===== src/rtl/acc8_pkg.sv =====
package acc8_pkg;

  localparam int OPC_W = 4;

  localparam logic [OPC_W-1:0] OPC_NOP   = 4'h0;
  localparam logic [OPC_W-1:0] OPC_LDR1  = 4'h1;
  localparam logic [OPC_W-1:0] OPC_LDRC  = 4'h2;
  localparam logic [OPC_W-1:0] OPC_DECRC = 4'h3;
  localparam logic [OPC_W-1:0] OPC_ADD   = 4'h4;
  localparam logic [OPC_W-1:0] OPC_SUB   = 4'h5;
  localparam logic [OPC_W-1:0] OPC_AND   = 4'h6;
  localparam logic [OPC_W-1:0] OPC_OR    = 4'h7;
  localparam logic [OPC_W-1:0] OPC_XOR   = 4'h8;
  localparam logic [OPC_W-1:0] OPC_MOV   = 4'h9;
  localparam logic [OPC_W-1:0] OPC_CLR   = 4'hA;
  localparam logic [OPC_W-1:0] OPC_BNZ   = 4'hB;
  localparam logic [OPC_W-1:0] OPC_HALT  = 4'hF;

  typedef enum logic [2:0] {
    ALU_ADD,
    ALU_SUB,
    ALU_AND,
    ALU_OR,
    ALU_XOR,
    ALU_PASS_A,
    ALU_ZERO
  } alu_fn_e;

  typedef struct packed {
    logic    ld_r1;
    logic    ld_rc;
    logic    dec_rc;
    logic    acc_we;
    alu_fn_e alu_fn;
    logic    branch;
    logic    halt;
  } ctrl_t;

endpackage


===== src/rtl/acc8_prog_rom.sv =====
module acc8_prog_rom #(
  parameter int ADDR_W = 4,
  parameter int INSTR_W = 8,
  parameter logic [(1<<ADDR_W)*INSTR_W-1:0] PROGRAM = '0
) (
  input  logic [ADDR_W-1:0]  addr,
  output logic [INSTR_W-1:0] instr
);
  localparam int DEPTH = 1 << ADDR_W;

  logic [INSTR_W-1:0] words [DEPTH];

  // Unpack the parameter into a word array, one entry per address.
  for (genvar i = 0; i < DEPTH; i++) begin : g_word
    assign words[i] = PROGRAM[i*INSTR_W +: INSTR_W];
  end

  assign instr = words[addr];
endmodule


===== src/rtl/acc8_decode.sv =====
module acc8_decode
  import acc8_pkg::*;
(
  input  logic [OPC_W-1:0] opcode,
  output ctrl_t            ctrl
);
  always_comb begin
    ctrl = '{ld_r1: 1'b0, ld_rc: 1'b0, dec_rc: 1'b0, acc_we: 1'b0,
             alu_fn: ALU_ZERO, branch: 1'b0, halt: 1'b0};
    case (opcode)
      OPC_LDR1:  ctrl.ld_r1  = 1'b1;
      OPC_LDRC:  ctrl.ld_rc  = 1'b1;
      OPC_DECRC: ctrl.dec_rc = 1'b1;
      OPC_ADD:   begin ctrl.acc_we = 1'b1; ctrl.alu_fn = ALU_ADD;    end
      OPC_SUB:   begin ctrl.acc_we = 1'b1; ctrl.alu_fn = ALU_SUB;    end
      OPC_AND:   begin ctrl.acc_we = 1'b1; ctrl.alu_fn = ALU_AND;    end
      OPC_OR:    begin ctrl.acc_we = 1'b1; ctrl.alu_fn = ALU_OR;     end
      OPC_XOR:   begin ctrl.acc_we = 1'b1; ctrl.alu_fn = ALU_XOR;    end
      OPC_MOV:   begin ctrl.acc_we = 1'b1; ctrl.alu_fn = ALU_PASS_A; end
      OPC_CLR:   begin ctrl.acc_we = 1'b1; ctrl.alu_fn = ALU_ZERO;   end
      OPC_BNZ:   ctrl.branch = 1'b1;
      OPC_HALT:  ctrl.halt   = 1'b1;
      default:   ;
    endcase
  end
endmodule


===== src/rtl/acc8_alu.sv =====
module acc8_alu
  import acc8_pkg::*;
#(
  parameter int DATA_W = 8
) (
  input  logic [DATA_W-1:0] opa,
  input  logic [DATA_W-1:0] opb,
  input  alu_fn_e           fn,
  output logic [DATA_W-1:0] res
);
  // Operand A is the data register and operand B is the accumulator.
  // Subtraction is B minus A.
  always_comb begin
    case (fn)
      ALU_ADD:    res = opb + opa;
      ALU_SUB:    res = opb - opa;
      ALU_AND:    res = opb & opa;
      ALU_OR:     res = opb | opa;
      ALU_XOR:    res = opb ^ opa;
      ALU_PASS_A: res = opa;
      default:    res = '0;
    endcase
  end
endmodule


===== src/rtl/acc8_hex7.sv =====
module acc8_hex7 (
  input  logic [3:0] nib,
  output logic [6:0] seg
);
  // Active-high segments, bit 0 = a through bit 6 = g.
  always_comb begin
    case (nib)
      4'h0: seg = 7'h3F;
      4'h1: seg = 7'h06;
      4'h2: seg = 7'h5B;
      4'h3: seg = 7'h4F;
      4'h4: seg = 7'h66;
      4'h5: seg = 7'h6D;
      4'h6: seg = 7'h7D;
      4'h7: seg = 7'h07;
      4'h8: seg = 7'h7F;
      4'h9: seg = 7'h6F;
      4'hA: seg = 7'h77;
      4'hB: seg = 7'h7C;
      4'hC: seg = 7'h39;
      4'hD: seg = 7'h5E;
      4'hE: seg = 7'h79;
      default: seg = 7'h71;
    endcase
  end
endmodule


===== src/rtl/acc8_core.sv =====
module acc8_core
  import acc8_pkg::*;
#(
  parameter int DATA_W = 8,
  parameter int ADDR_W = 4,
  parameter logic [(1<<ADDR_W)*(OPC_W+ADDR_W)-1:0] PROGRAM = {
    8'hE0, 8'hF0, 8'h10, 8'hC5, 8'hA0, 8'hB3, 8'h30, 8'h60,
    8'h70, 8'h80, 8'h50, 8'h40, 8'h10, 8'h90, 8'h10, 8'h20}
) (
  input  logic              clk,
  input  logic              rst_n,
  input  logic [DATA_W-1:0] in_bus,
  output logic [ADDR_W-1:0] pc_o,
  output logic [DATA_W-1:0] r1_o,
  output logic [DATA_W-1:0] rc_o,
  output logic [DATA_W-1:0] acc_o,
  output logic [6:0]        seg_hi_o,
  output logic [6:0]        seg_lo_o
);
  localparam int INSTR_W  = OPC_W + ADDR_W;
  localparam int N_DIGITS = DATA_W / 4;

  logic [ADDR_W-1:0]  pc_q, pc_nxt;
  logic [DATA_W-1:0]  r1_q, rc_q, acc_q, rc_nxt, alu_res;
  logic [INSTR_W-1:0] cur_instr;
  logic [OPC_W-1:0]   cur_opc;
  logic [ADDR_W-1:0]  cur_tgt;
  logic               pc_en, r1_en, rc_en, acc_en;
  ctrl_t              ctrl;
  logic [6:0]         digit_seg [N_DIGITS];

  acc8_prog_rom #(.ADDR_W(ADDR_W), .INSTR_W(INSTR_W), .PROGRAM(PROGRAM)) rom_i (
    .addr (pc_q),
    .instr(cur_instr)
  );

  assign cur_opc = cur_instr[INSTR_W-1 -: OPC_W];
  assign cur_tgt = cur_instr[ADDR_W-1:0];

  acc8_decode dec_i (
    .opcode(cur_opc),
    .ctrl  (ctrl)
  );

  acc8_alu #(.DATA_W(DATA_W)) alu_i (
    .opa(r1_q),
    .opb(acc_q),
    .fn (ctrl.alu_fn),
    .res(alu_res)
  );

  // Next-state logic and clock enables.
  always_comb begin
    pc_en  = !ctrl.halt;
    r1_en  = ctrl.ld_r1;
    rc_en  = ctrl.ld_rc | ctrl.dec_rc;
    acc_en = ctrl.acc_we;
    if (ctrl.branch && (rc_q != '0)) pc_nxt = cur_tgt;
    else                             pc_nxt = pc_q + ADDR_W'(1);
    if (ctrl.ld_rc) rc_nxt = in_bus;
    else            rc_nxt = rc_q - DATA_W'(1);
  end

  // State registers.
  always_ff @(posedge clk or negedge rst_n) begin
    if (!rst_n) begin
      pc_q  <= '0;
      r1_q  <= '0;
      rc_q  <= '0;
      acc_q <= '0;
    end else begin
      if (pc_en)  pc_q  <= pc_nxt;
      if (r1_en)  r1_q  <= in_bus;
      if (rc_en)  rc_q  <= rc_nxt;
      if (acc_en) acc_q <= alu_res;
    end
  end

  // One display decoder per accumulator nibble.
  for (genvar d = 0; d < N_DIGITS; d++) begin : g_digit
    acc8_hex7 hex_i (
      .nib(acc_q[4*d +: 4]),
      .seg(digit_seg[d])
    );
  end

  assign seg_lo_o = digit_seg[0];
  assign seg_hi_o = digit_seg[N_DIGITS-1];
  assign pc_o     = pc_q;
  assign r1_o     = r1_q;
  assign rc_o     = rc_q;
  assign acc_o    = acc_q;
endmodule


===== config.mk =====
export PLATFORM = sky130hd
export DESIGN_NAME = acc8_core
export DESIGN_NICKNAME = d
export VERILOG_FILES = /design/src/rtl/acc8_pkg.sv /design/src/rtl/acc8_prog_rom.sv /design/src/rtl/acc8_decode.sv /design/src/rtl/acc8_alu.sv /design/src/rtl/acc8_hex7.sv /design/src/rtl/acc8_core.sv
export SDC_FILE = /design/constraint.sdc
export NUM_CORES = 1
export LEC_CHECK = 0
export BUFFER_PORTS_ARGS = -buffer_cell sky130_fd_sc_hd__buf_2
export CORE_MARGIN = 2
export CORE_UTILIZATION = 55
export CTS_CLUSTER_DIAMETER = 60
export CTS_CLUSTER_SIZE = 10
export DETAILED_ROUTE_END_ITERATION = 10
export GPL_TIMING_DRIVEN = 0
export PLACE_DENSITY = 0.76
export SYNTH_ARGS = -nofsm -noshare
export SYNTH_HDL_FRONTEND = slang
export SYNTH_SLANG_ARGS = --single-unit

===== constraint.sdc =====
create_clock -name clk -period 5.9 [get_ports clk]
set_input_delay 0.885 -clock clk [delete_from_list [all_inputs] [get_ports clk]]
set_output_delay 0.885 -clock clk [all_outputs]
set_load 0.05 [all_outputs]

# --- Word-level counts from Yosys, hierarchy flattened ---
# Memory sizes are Yosys's and may differ from the RTL's.
# Index checks and enable logic that the tools add are counted.
op_classes:
  addsub: 4
  multipliers: 0
  div_mod_pow: 0
  n_lt_le_gt_ge: 1
  n_eq_ne: 17
  shifts: 0
  muxes: 11
  bitwise: 5
  n_reduce_logical: 3
op_table:
  columns: ["op", "n"]
  rows:
  - ["one-hot mux 8 bit (6 select lines)", 1]
  - ["one-hot mux 4 bit (7 select lines)", 1]
  - ["two-way mux 8 bit", 3]
  - ["equality test 4 bit, second input constant", 5]
  - ["equality test 4 x 3 -> 1 bit, second input constant", 4]
  - ["adder 8 bit", 1]
  - ["bitwise AND 8 bit", 1]
  - ["equality test 4 x 2 -> 1 bit, second input constant", 2]
  - ["bitwise OR 8 bit", 1]
  - ["nonzero test 8 bit", 1]
  - ["subtractor 8 x 1 -> 8 bit, second input constant", 1]
  - ["subtractor 8 bit", 1]
  - ["bitwise XOR 8 bit", 1]
  - ["equality test 3 x 2 -> 1 bit, second input constant", 2]
  - ["equality test 3 bit, second input constant", 2]
  - [">= comparator 5 bit, second input constant", 1]
  - ["two-way mux 1 bit", 5]
  - ["NOT 4 -> 5 bit", 1]
  - ["adder 4 x 1 -> 4 bit, second input constant", 1]
  - ["equality test 4 x 1 -> 1 bit, second input constant", 1]
  - ["two-way mux 4 bit", 1]
  - ["equality test 3 x 1 -> 1 bit, second input constant", 1]
  - ["zero test 3 bit", 1]
  - ["logical AND 1 bit", 1]
  - ["bitwise OR 1 bit", 1]
totals:
  reg_bits: 28
  latchBits: 0
  mem_bits_rw: 0
  rom_bits: 352
  in_bits: 10
  output_inout_bits: 42
  elab_cells: 48
  memories: 3
memory_table:
  columns: ["memory", "depth", "width", "rd", "rd_clocked_by_memory_dff", "write_ports", "line_no", "text"]
  rows:
  - ["(no name shown)", 16, 8, 1, 0, 0, "acc8_prog_rom.sv:18", "assign instr = words[addr];"]
  - ["(no name shown)", 16, 7, 1, 0, 0, "acc8_hex7.sv:7", "case (nib)"]
  - ["(no name shown)", 16, 7, 1, 0, 0, "acc8_hex7.sv:7", null]

# --- Depth between registers and ports, before layout ---
# Gate-level depths: netlist (run 1).
logic_depth:
  depth_word: 8
  mapped_depth: 15
  mapped_depth_nobuf: 15

# --- Hierarchy ---
# From an unflattened synthesis (run 1), not the netlist that was laid out.
unflattened:
  cells_unflattened: 353
  hier_area_um2: 3193.1
modules_own_cells:
  columns: ["mod", "instances", "cells_per_inst", "area_per_inst_um2", "seq_area_each_um2"]
  rows:
  - ["acc8_core", 1, 105, 1278.7, 700.7]
  - ["acc8_alu", 1, 138, 1014.7, 0.0]
  - ["acc8_hex7 (g_digit[0].hex_i)", 1, 33, 287.8, 0.0]
  - ["acc8_hex7 (g_digit[1].hex_i)", 1, 33, 286.5, 0.0]
  - ["acc8_prog_rom", 1, 31, 240.2, 0.0]
  - ["acc8_decode", 1, 13, 85.1, 0.0]

# --- Least setup slack after synthesis (run 1) ---
# Ideal clock, no wire load.
synth_timing:
  path_type: "reg-to-reg"
  start: "register pc_q[0] (netlist: pc_o[0])"
  end: "register acc_q[6] (netlist: acc_o[6])"
  setup_time_ps: 126
  arrival_ps: 3790
  required_time_ps: 5774
  setup_slack_ps: 1984
  stages_incl_launch_ff: 15
  n_path_buf: 0
  period_less_slack_ps: 3916
  path_cell_list: "dfrtp_1 > inv_1 > ha_1 > nor2b_1 > o31ai_4 > nor4b_4 > mux2_2 > fa_1 > nor2b_1 > nor3_1 > o21bai_1 > a21oi_1 > xor2_1 > nor2_1 > o32a_1"
synth_between:
  elab_chain_len: 8
  word_cells_on_any_way: 19
  classes_between: "12 x eq/ne; 4 x mux; 1 x bitwise; 1 x reduce/logical; 1 x memory"
synth_lines:
  columns: ["item", "line_no", "text"]
  rows:
  - ["start, declared", "acc8_core.sv:23", "logic [ADDR_W-1:0] pc_q, pc_nxt;"]
  - ["start signal, assigned", "acc8_core.sv:72", "if (pc_en) pc_q <= pc_nxt;"]
  - ["NOT 4 -> 5 bit (implied by the code) (*)", "acc8_prog_rom.sv:18", null]
  - ["memory (16 x 8 bit) (*)", null, null]
  - ["two-way mux 8 bit (implied by the code) (*) (2 in a row)", "acc8_prog_rom.sv:18", null]
  - ["equality test 4 bit / equality test 4 x 3 -> 1 bit (equally long branches)", "acc8_decode.sv:10", "case (opcode)"]
  - ["one-hot mux 4 bit (7 select lines) (*)", "acc8_decode.sv:10", null]
  - ["equality test 3 bit, or another cell as far along", "acc8_alu.sv:14", "case (fn)"]
  - ["one-hot mux 8 bit (6 select lines)", "acc8_alu.sv:14", null]
  - ["end signal, assigned", "acc8_core.sv:75", "if (acc_en) acc_q <= alu_res;"]
  - ["end, declared", "acc8_core.sv:24", "logic [DATA_W-1:0] r1_q, rc_q, acc_q, rc_nxt, alu_res;"]
# Mark *: on every way between the ends. The rest lies on a longest branch, timed or not. The select of a mux whose other input is x is not followed.
# A chain may end at the register's enable or synchronous reset.

# --- Final worst setup path (run 1) ---
# Ends and elaborated chain as after synthesis.

==> results of run 1 <==
## cell type report
class                      instances  area, um2  share of cell area
multi-input combinational        284       2130               0.627
sequential                        28        701               0.206
timing repair buffer              51        255              0.0751
inverter                          26       97.6              0.0287
tap                               70       87.6              0.0258
buffer                            10       56.3              0.0166
clock buffer                       3       41.3              0.0122
clock inverter                     1       30.0             0.00884
## stage by stage
stage,std cells,utilization,cell area [um2],setup slack [ns]
finish,473,0.657,3400,1.92
global route,473,0.657,3400,1.75
CTS,473,0.657,3400,1.93
detailed placement,469,0.643,3330,1.95
global placement,469,0.643,3330,2.00
floorplan,348,-,2980,1.98
## routing by layer
| layer | global-route usage | vias to the layer above | routed length (um) |
|---|---|---|---|
| met5 | 0 | - | 0 |
| met4 | 0.0500 | 0 | 42 |
| met3 | 0.0349 | 6 | 257 |
| met2 | 0.393 | 56 | 3330 |
| met1 | 0.333 | 1278 | 3410 |
| li1 | - | 1347 | - |
## worst max-delay path by stage
stage | start | endpoint | slack (ns)
3_3_place_gp | pc_o[0] | acc_o[6] | 2.00
3_5_place_dp | pc_o[0] | acc_o[6] | 1.95
2_1_floorplan | pc_o[0] | acc_o[6] | 1.98
4_1_cts | pc_o[0] | acc_o[6] | 1.93
5_1_grt | pc_o[0] | acc_o[6] | 1.75
6_report | pc_o[0] | acc_o[6] | 1.92
## cell usage in the layout (no fill, tap or decap), drive strengths merged, types with 4 or more instances in the layout
master and instances:
nor3 9, a21oi 19, o22ai 8, dfrtp 28, a31oi 4, buf 56, nor2b 5, xnor2 12
clkbuf 8, nand2 32, a211oi 6, a22oi 5, inv 25, nand3 9, mux2i 8, nor2 33
o21ai 35, a221oi 4, mux2 13, ha 46, nand2b 4
## sequential cells by signal, indices dropped and copies added (netlist names)
signal  cells
r1_o        8
acc_o       8
rc_o        8
pc_o        4
## kinds of logic (layout without fill, tap and decap cells)
group | count (synthesis) | in the layout | synth area share
simple gates | 106 | 106 | 0.174
compound gates | 95 | 95 | 0.209
fa+ha+maj | 47 | 47 | 0.200
buf+inv | 36 | 91 | 0.0516
flops | 28 | 28 | 0.235
mux | 21 | 21 | 0.0843
xor+xnor | 15 | 15 | 0.0465
## tightest hold or removal path, delay by kind of cell, from the launching register on
family	cells	cell delay, ns
AOI/OAI and AO/OA	1	0.06
and+or+nand+nor	1	0.06
DFF	1	0.40
==> flow_metrics.py, run 1 <==
metrics = {
    "layout": {
        "layout.nets": 461,
        "fillers": 446,
        "drive_above_1_share": 0.199,
        "antenna_cells": 0,
        "area_delta_synth_final_pct": 13.9,
    },
    "worst_setup_path": {
        "end_kind": "register",
        "cpMaxStageDelayCell": "dfrtp_1",
        "path_depth": 14,
        "timing.rr.end": "acc_o[6]",
        "worst_r2r_path_depth": 14,
        "cp_num_buf_inv": 1,
        "arrival_ns": 4.15,
        "worst-path-max-fanout": 11,
        "start_kind": "register",
        "path_class": "reg2reg",
        "critPathTopFamily": "compound AO/OA/AOI/OAI gates",
        "path_cells": "inv_1, ha_1, nor2b_1, o31ai_4, nor4b_4, mux2_2, fa_1, nor2b_1, nor3_1, o21bai_1, a21oi_1, xor2_1, nor2_1, o32a_1",
        "r2r_setup_slack_ns": 1.92,
        "cp_common_cell": "nor2b_1",
        "slowest_delay_ns": 0.56,
        "crit_required_ns": 6.07,
        "worstReg2RegStart": "pc_o[0]",
    },
    "synthesis": {
        "synth-edff-count": 0,
        "yosys_warnings": 0,
        "yosysUniqueCellTypes": 57,
        "yosysSeqAreaShare": 0.235,
        "ys_ff_latch": 28,
        "avgSynthCellArea_um2": 8.58,
        "yosys.area.top_type": "dfrtp_1",
        "dominantRegCellSynth": "dfrtp_1",
        "syn_area_um2": 2980,
        "synthTopCellsByCount": "46 x ha_1, 32 x nor2_1, 31 x nand2_1",
        "netlist_top_cells_area": "dfrtp_1 23%, ha_1 19%, o21ai_0 4.5%, nor2_1 4.0%, nand2_1 3.9%",
        "synth_nets": 405,
        "synth.most_common_cell": "ha_1",
        "syn_inst": 348,
        "synth_top_area_share": 0.235,
        "async_flop_share": 1.00,
    },
    "place": {
        "portBuffers": 51,
        "gp_congestion": 0.886,
        "hpwlAfterDp_um": 5320,
    },
    "global_route": {
        "grt_usage": 0.239,
        "grt_overflow": 0,
        "antenna_found_initial": 0,
        "grt_pass1_wl_um": 11900,
        "grt_pass1_vias": 2567,
        "grt_max_degree": 29,
    },
    "clocking": {
        "clock_latency_ns": 0.28,
        "ctsLongestPathBuffers": 2,
        "cts_buffers": 3,
        "cts_tree": "done",
        "root_buffer": "clkbuf_8",
        "clk_pin_slew_worst_paths_ns": 0.11,
        "hold_buffers": 0,
        "htree_levels": 1,
        "cts_resized": 0,
        "post-cts-setup-buffers": 0,
        "cts.sinks": 28,
    },
    "route": {
        "drt_first_pass_iters": 4,
        "drcViolationCount": 0,
        "drtAntennaViolNets": 0,
        "drt_iter0_drc": 117,
        "vias_per_cell": 5.68,
        "vias": 2687,
        "wl_per_cell_um": 14.9,
        "wl_um": 7040,
    },
    "timing": {
        "final_max_slew_viol_count": 0,
        "rsz0062_at_grt": "false",
        "setup_tns_ns": 0,
        "setup_violations": 0,
        "holdWs_ns": 0.544,
        "final.period_utilization": 0.674,
        "hold_viol": 0,
        "fin_crit_ns": 3.98,
        "tightest_slew_ns": 0.667,
        "skew_ns": 0.00308,
        "max_freq_mhz": 251,
        "relSlewSlack": 0.555,
    },
    "flow_run": {
        "maxCapViolCount": 0,
    },
    "status": {
        "status": "finished, final reports clean",
    },
    "floorplanning": {
        "coreArea_um2": 5170,
        "row_count": 26,
        "pin_count": 52,
        "initial_utilization": 0.577,
        "die_y_um": 77.7,
        "dieArea_um2": 6030,
        "die_w_um": 77.7,
    },
    "worst_hold_path": {
        "min_from": "rc_o[3]",
        "hold_path_end": "rc_o[3]",
        "min_path_cells": 2,
        "min_path_type": "reg2reg",
    },
}
Power of run 1 is left out: the tool's default activity adds up to more than one toggle a clock period on the data nets, which glitch-free logic cannot reach.
==> inputs of run 2 (changes only) <==
ABC_AREA = 1   (was not set)
CORE_UTILIZATION = 52   (was 55)
PLACE_DENSITY = 0.75   (was 0.76)
clock period = 3.3 ns   (was 5.9 ns; I/O delays follow)
==> run 2 against run 1 <==
Critical path depth rose by 1. Critical endpoint is now acc_o[7]. Via count is 6.6% higher. Flip-flop and latch count unchanged. Fmax grew 33%. Critical path type unchanged. Register-to-register slack got worse by 1.6 ns. Clock skew is 0.0017 ns higher. Worst hold slack lost 0.32 ns. Area after synthesis down 1.7%.
==> flow_metrics.py, run 2 <==
metrics = {
    "timing": {
        "final.period_utilization": 0.905,
        "final_max_slew_viol_count": 0,
        "hold_viol": 0,
        "relSlewSlack": 0.563,
        "max_freq_mhz": 335,
        "fin_crit_ns": 2.99,
        "rsz0062_at_grt": "false",
        "tightest_slew_ns": 0.655,
        "setup_violations": 0,
        "skew_ns": 0.00483,
        "setup_tns_ns": 0,
    },
    "global_route": {
        "grt_usage": 0.230,
        "grt_pass1_vias": 2577,
        "grt_pass1_wl_um": 11700,
        "antenna_found_initial": 0,
        "grt_max_degree": 29,
        "grt_overflow": 0,
    },
    "place": {
        "gp_congestion": 0.876,
        "portBuffers": 51,
        "hpwlAfterDp_um": 5360,
    },
    "layout": {
        "fillers": 514,
        "layout.nets": 533,
        "final_cell_mix": "91 x nand2_1, 52 x inv_1, 52 x buf_2, 46 x ha_1, 39 x o21ai_0",
        "multi_input_comb_area_um2": 1940,
        "antenna_cells": 0,
        "area_delta_synth_final_pct": 14.2,
        "drive_above_1_share": 0.187,
        "regArea_um2": 702,
        "layout_commonest_cell": "nand2_1",
    },
    "route": {
        "drt_iter0_drc": 143,
        "drcViolationCount": 0,
        "vias": 2865,
        "wl_per_cell_um": 12.6,
        "wl_um": 6910,
        "drtAntennaViolNets": 0,
        "vias_per_cell": 5.24,
        "drt_first_pass_iters": 4,
    },
    "floorplanning": {
        "coreArea_um2": 5470,
        "row_count": 27,
        "die_w_um": 79.1,
        "die_y_um": 79.1,
        "dieArea_um2": 6260,
        "initial_utilization": 0.536,
        "pin_count": 52,
    },
    "synthesis": {
        "synth_top_family_by_area": "simple AND/OR/NAND/NOR gates",
        "synth_nets": 477,
        "synth-edff-count": 0,
        "synthMuxAreaShare": 0,
        "syn_inst": 420,
        "synth_top_area_share": 0.239,
        "netlist_top_cells_area": "dfrtp_1 24%, ha_1 20%, nand2_1 12%, o21ai_0 6.8%, inv_1 6.7%",
        "synthTopCellsByCount": "91 x nand2_1, 52 x inv_1, 46 x ha_1",
        "synth_compound_area_frac": 0.161,
        "synthAdderAreaFrac": 0.203,
        "synth-xor-area-share": 0.0269,
        "syn_area_um2": 2930,
        "synth.most_common_cell": "nand2_1",
        "async_flop_share": 1.00,
        "yosys_warnings": 0,
        "yosysUniqueCellTypes": 31,
        "yosys.area.top_type": "dfrtp_1",
        "yosysSeqAreaShare": 0.239,
        "avgSynthCellArea_um2": 6.99,
        "synth-simple-area-share": 0.271,
        "ys_ff_latch": 28,
        "dominantRegCellSynth": "dfrtp_1",
    },
    "worst_setup_path": {
        "r2r_setup_slack_ns": 0.31,
        "crit_required_ns": 3.46,
        "worst-path-max-fanout": 10,
        "path_class": "reg2reg",
        "worstReg2RegStart": "pc_o[0]",
        "end_kind": "register",
        "arrival_ns": 3.15,
        "start_kind": "register",
        "crit_start": "pc_o[0]",
    },
    "clocking": {
        "post-cts-setup-buffers": 0,
        "htree_levels": 1,
        "ctsLongestPathBuffers": 2,
        "cts.sinks": 28,
        "root_buffer": "clkbuf_8",
        "cts_tree": "done",
        "clk_pin_slew_worst_paths_ns": 0.10,
        "cts_buffers": 3,
        "clock_latency_ns": 0.28,
    },
    "worst_hold_path": {
        "min_path_type": "in2async",
    },
    "flow_run": {
        "maxCapViolCount": 0,
    },
    "status": {
        "status": "finished, final reports clean",
    },
}
-- run 2: cell count changes after synthesis, moves of 9 or more --
| cell | before | now |
|---|---|---|
| nand2_1 | 31 | 91 |
| inv_1 | 24 | 52 |
| nand3_1 | 8 | 35 |
| o21ai_0 | 27 | 40 |
| xnor2_1 | 11 | 0 |
| inv_2 | 1 | 10 |
-- run 2: logic make-up after synthesis --
logic type | after synthesis
and+or+nand+nor | 179
AOI/OAI and AO/OA | 86
buffers and inverters | 71
adders and majority gates | 47
DFF | 28
xor gates and xnor gates | 9
-- run 2: final timing paths --
kind,end,cells past startpoint
setup / recovery,acc_o[7],15
hold / removal,rc_o[2],1
setup reg to reg,acc_o[7],15
hold reg to reg,rc_o[0],2
max in group asynchronous,pc_o[0],1
min in group clk,r1_o[0],3
-- run 2: layout make-up --
class                           count  share of cell area
Sequential cell                    28               0.209
Multi-Input combinational cell    321               0.579
Clock buffer                        3              0.0123
Clock inverter                      1             0.00896
Tap cell                           72              0.0269
Inverter                           65              0.0732
Buffer                              6              0.0138
Timing Repair Buffer               51              0.0761
-- run 2: what timing repair did --
action                                  4_1_cts  5_1_grt
gates resized for setup                       0        2
hold buffers                                  0        0
endpoints found under the setup margin        0        3
-- run 2: worst max-delay path, cell delays in order, from the launching register on --
cell,delay (ns)
dfrtp_2,0.47
inv_1,0.14
ha_1,0.24
nand2_1,0.11
nand3_2,0.12
nor2_4,0.24
buf_6,0.18
a21oi_1,0.08
xor2_1,0.15
ha_1,0.34
nand2_1,0.08
or2_2,0.30
nand3_1,0.13
nand3_1,0.09
nand3_1,0.10
nand3_1,0.09
-- run 2: layer usage --
metal  track usage  up-vias  share of wire
met2         0.402       76           0.48
li1              -     1482              -
met5             0        -              0
met4        0.0414        0         0.0087
met3        0.0364        6          0.056
met1         0.305     1301           0.46
-- run 2: stage by stage --
| step | cell area [um2] | util | hold slack, ns | instances | worst slack, ns |
|---|---|---|---|---|---|
| after global placement | 3280 | 0.599 | 0.511 | 543 | 0.309 |
| after detailed placement | 3280 | 0.599 | 0.519 | 543 | 0.205 |
| after global routing | 3350 | 0.612 | 0.271 | 547 | 0.0372 |
| final | 3350 | 0.612 | 0.226 | 547 | 0.313 |
| after CTS | 3350 | 0.612 | 0.246 | 547 | 0.182 |
| after floorplan | 2930 | - | 0.199 | 420 | 0.266 |
Power of run 2 is left out for the same reason.
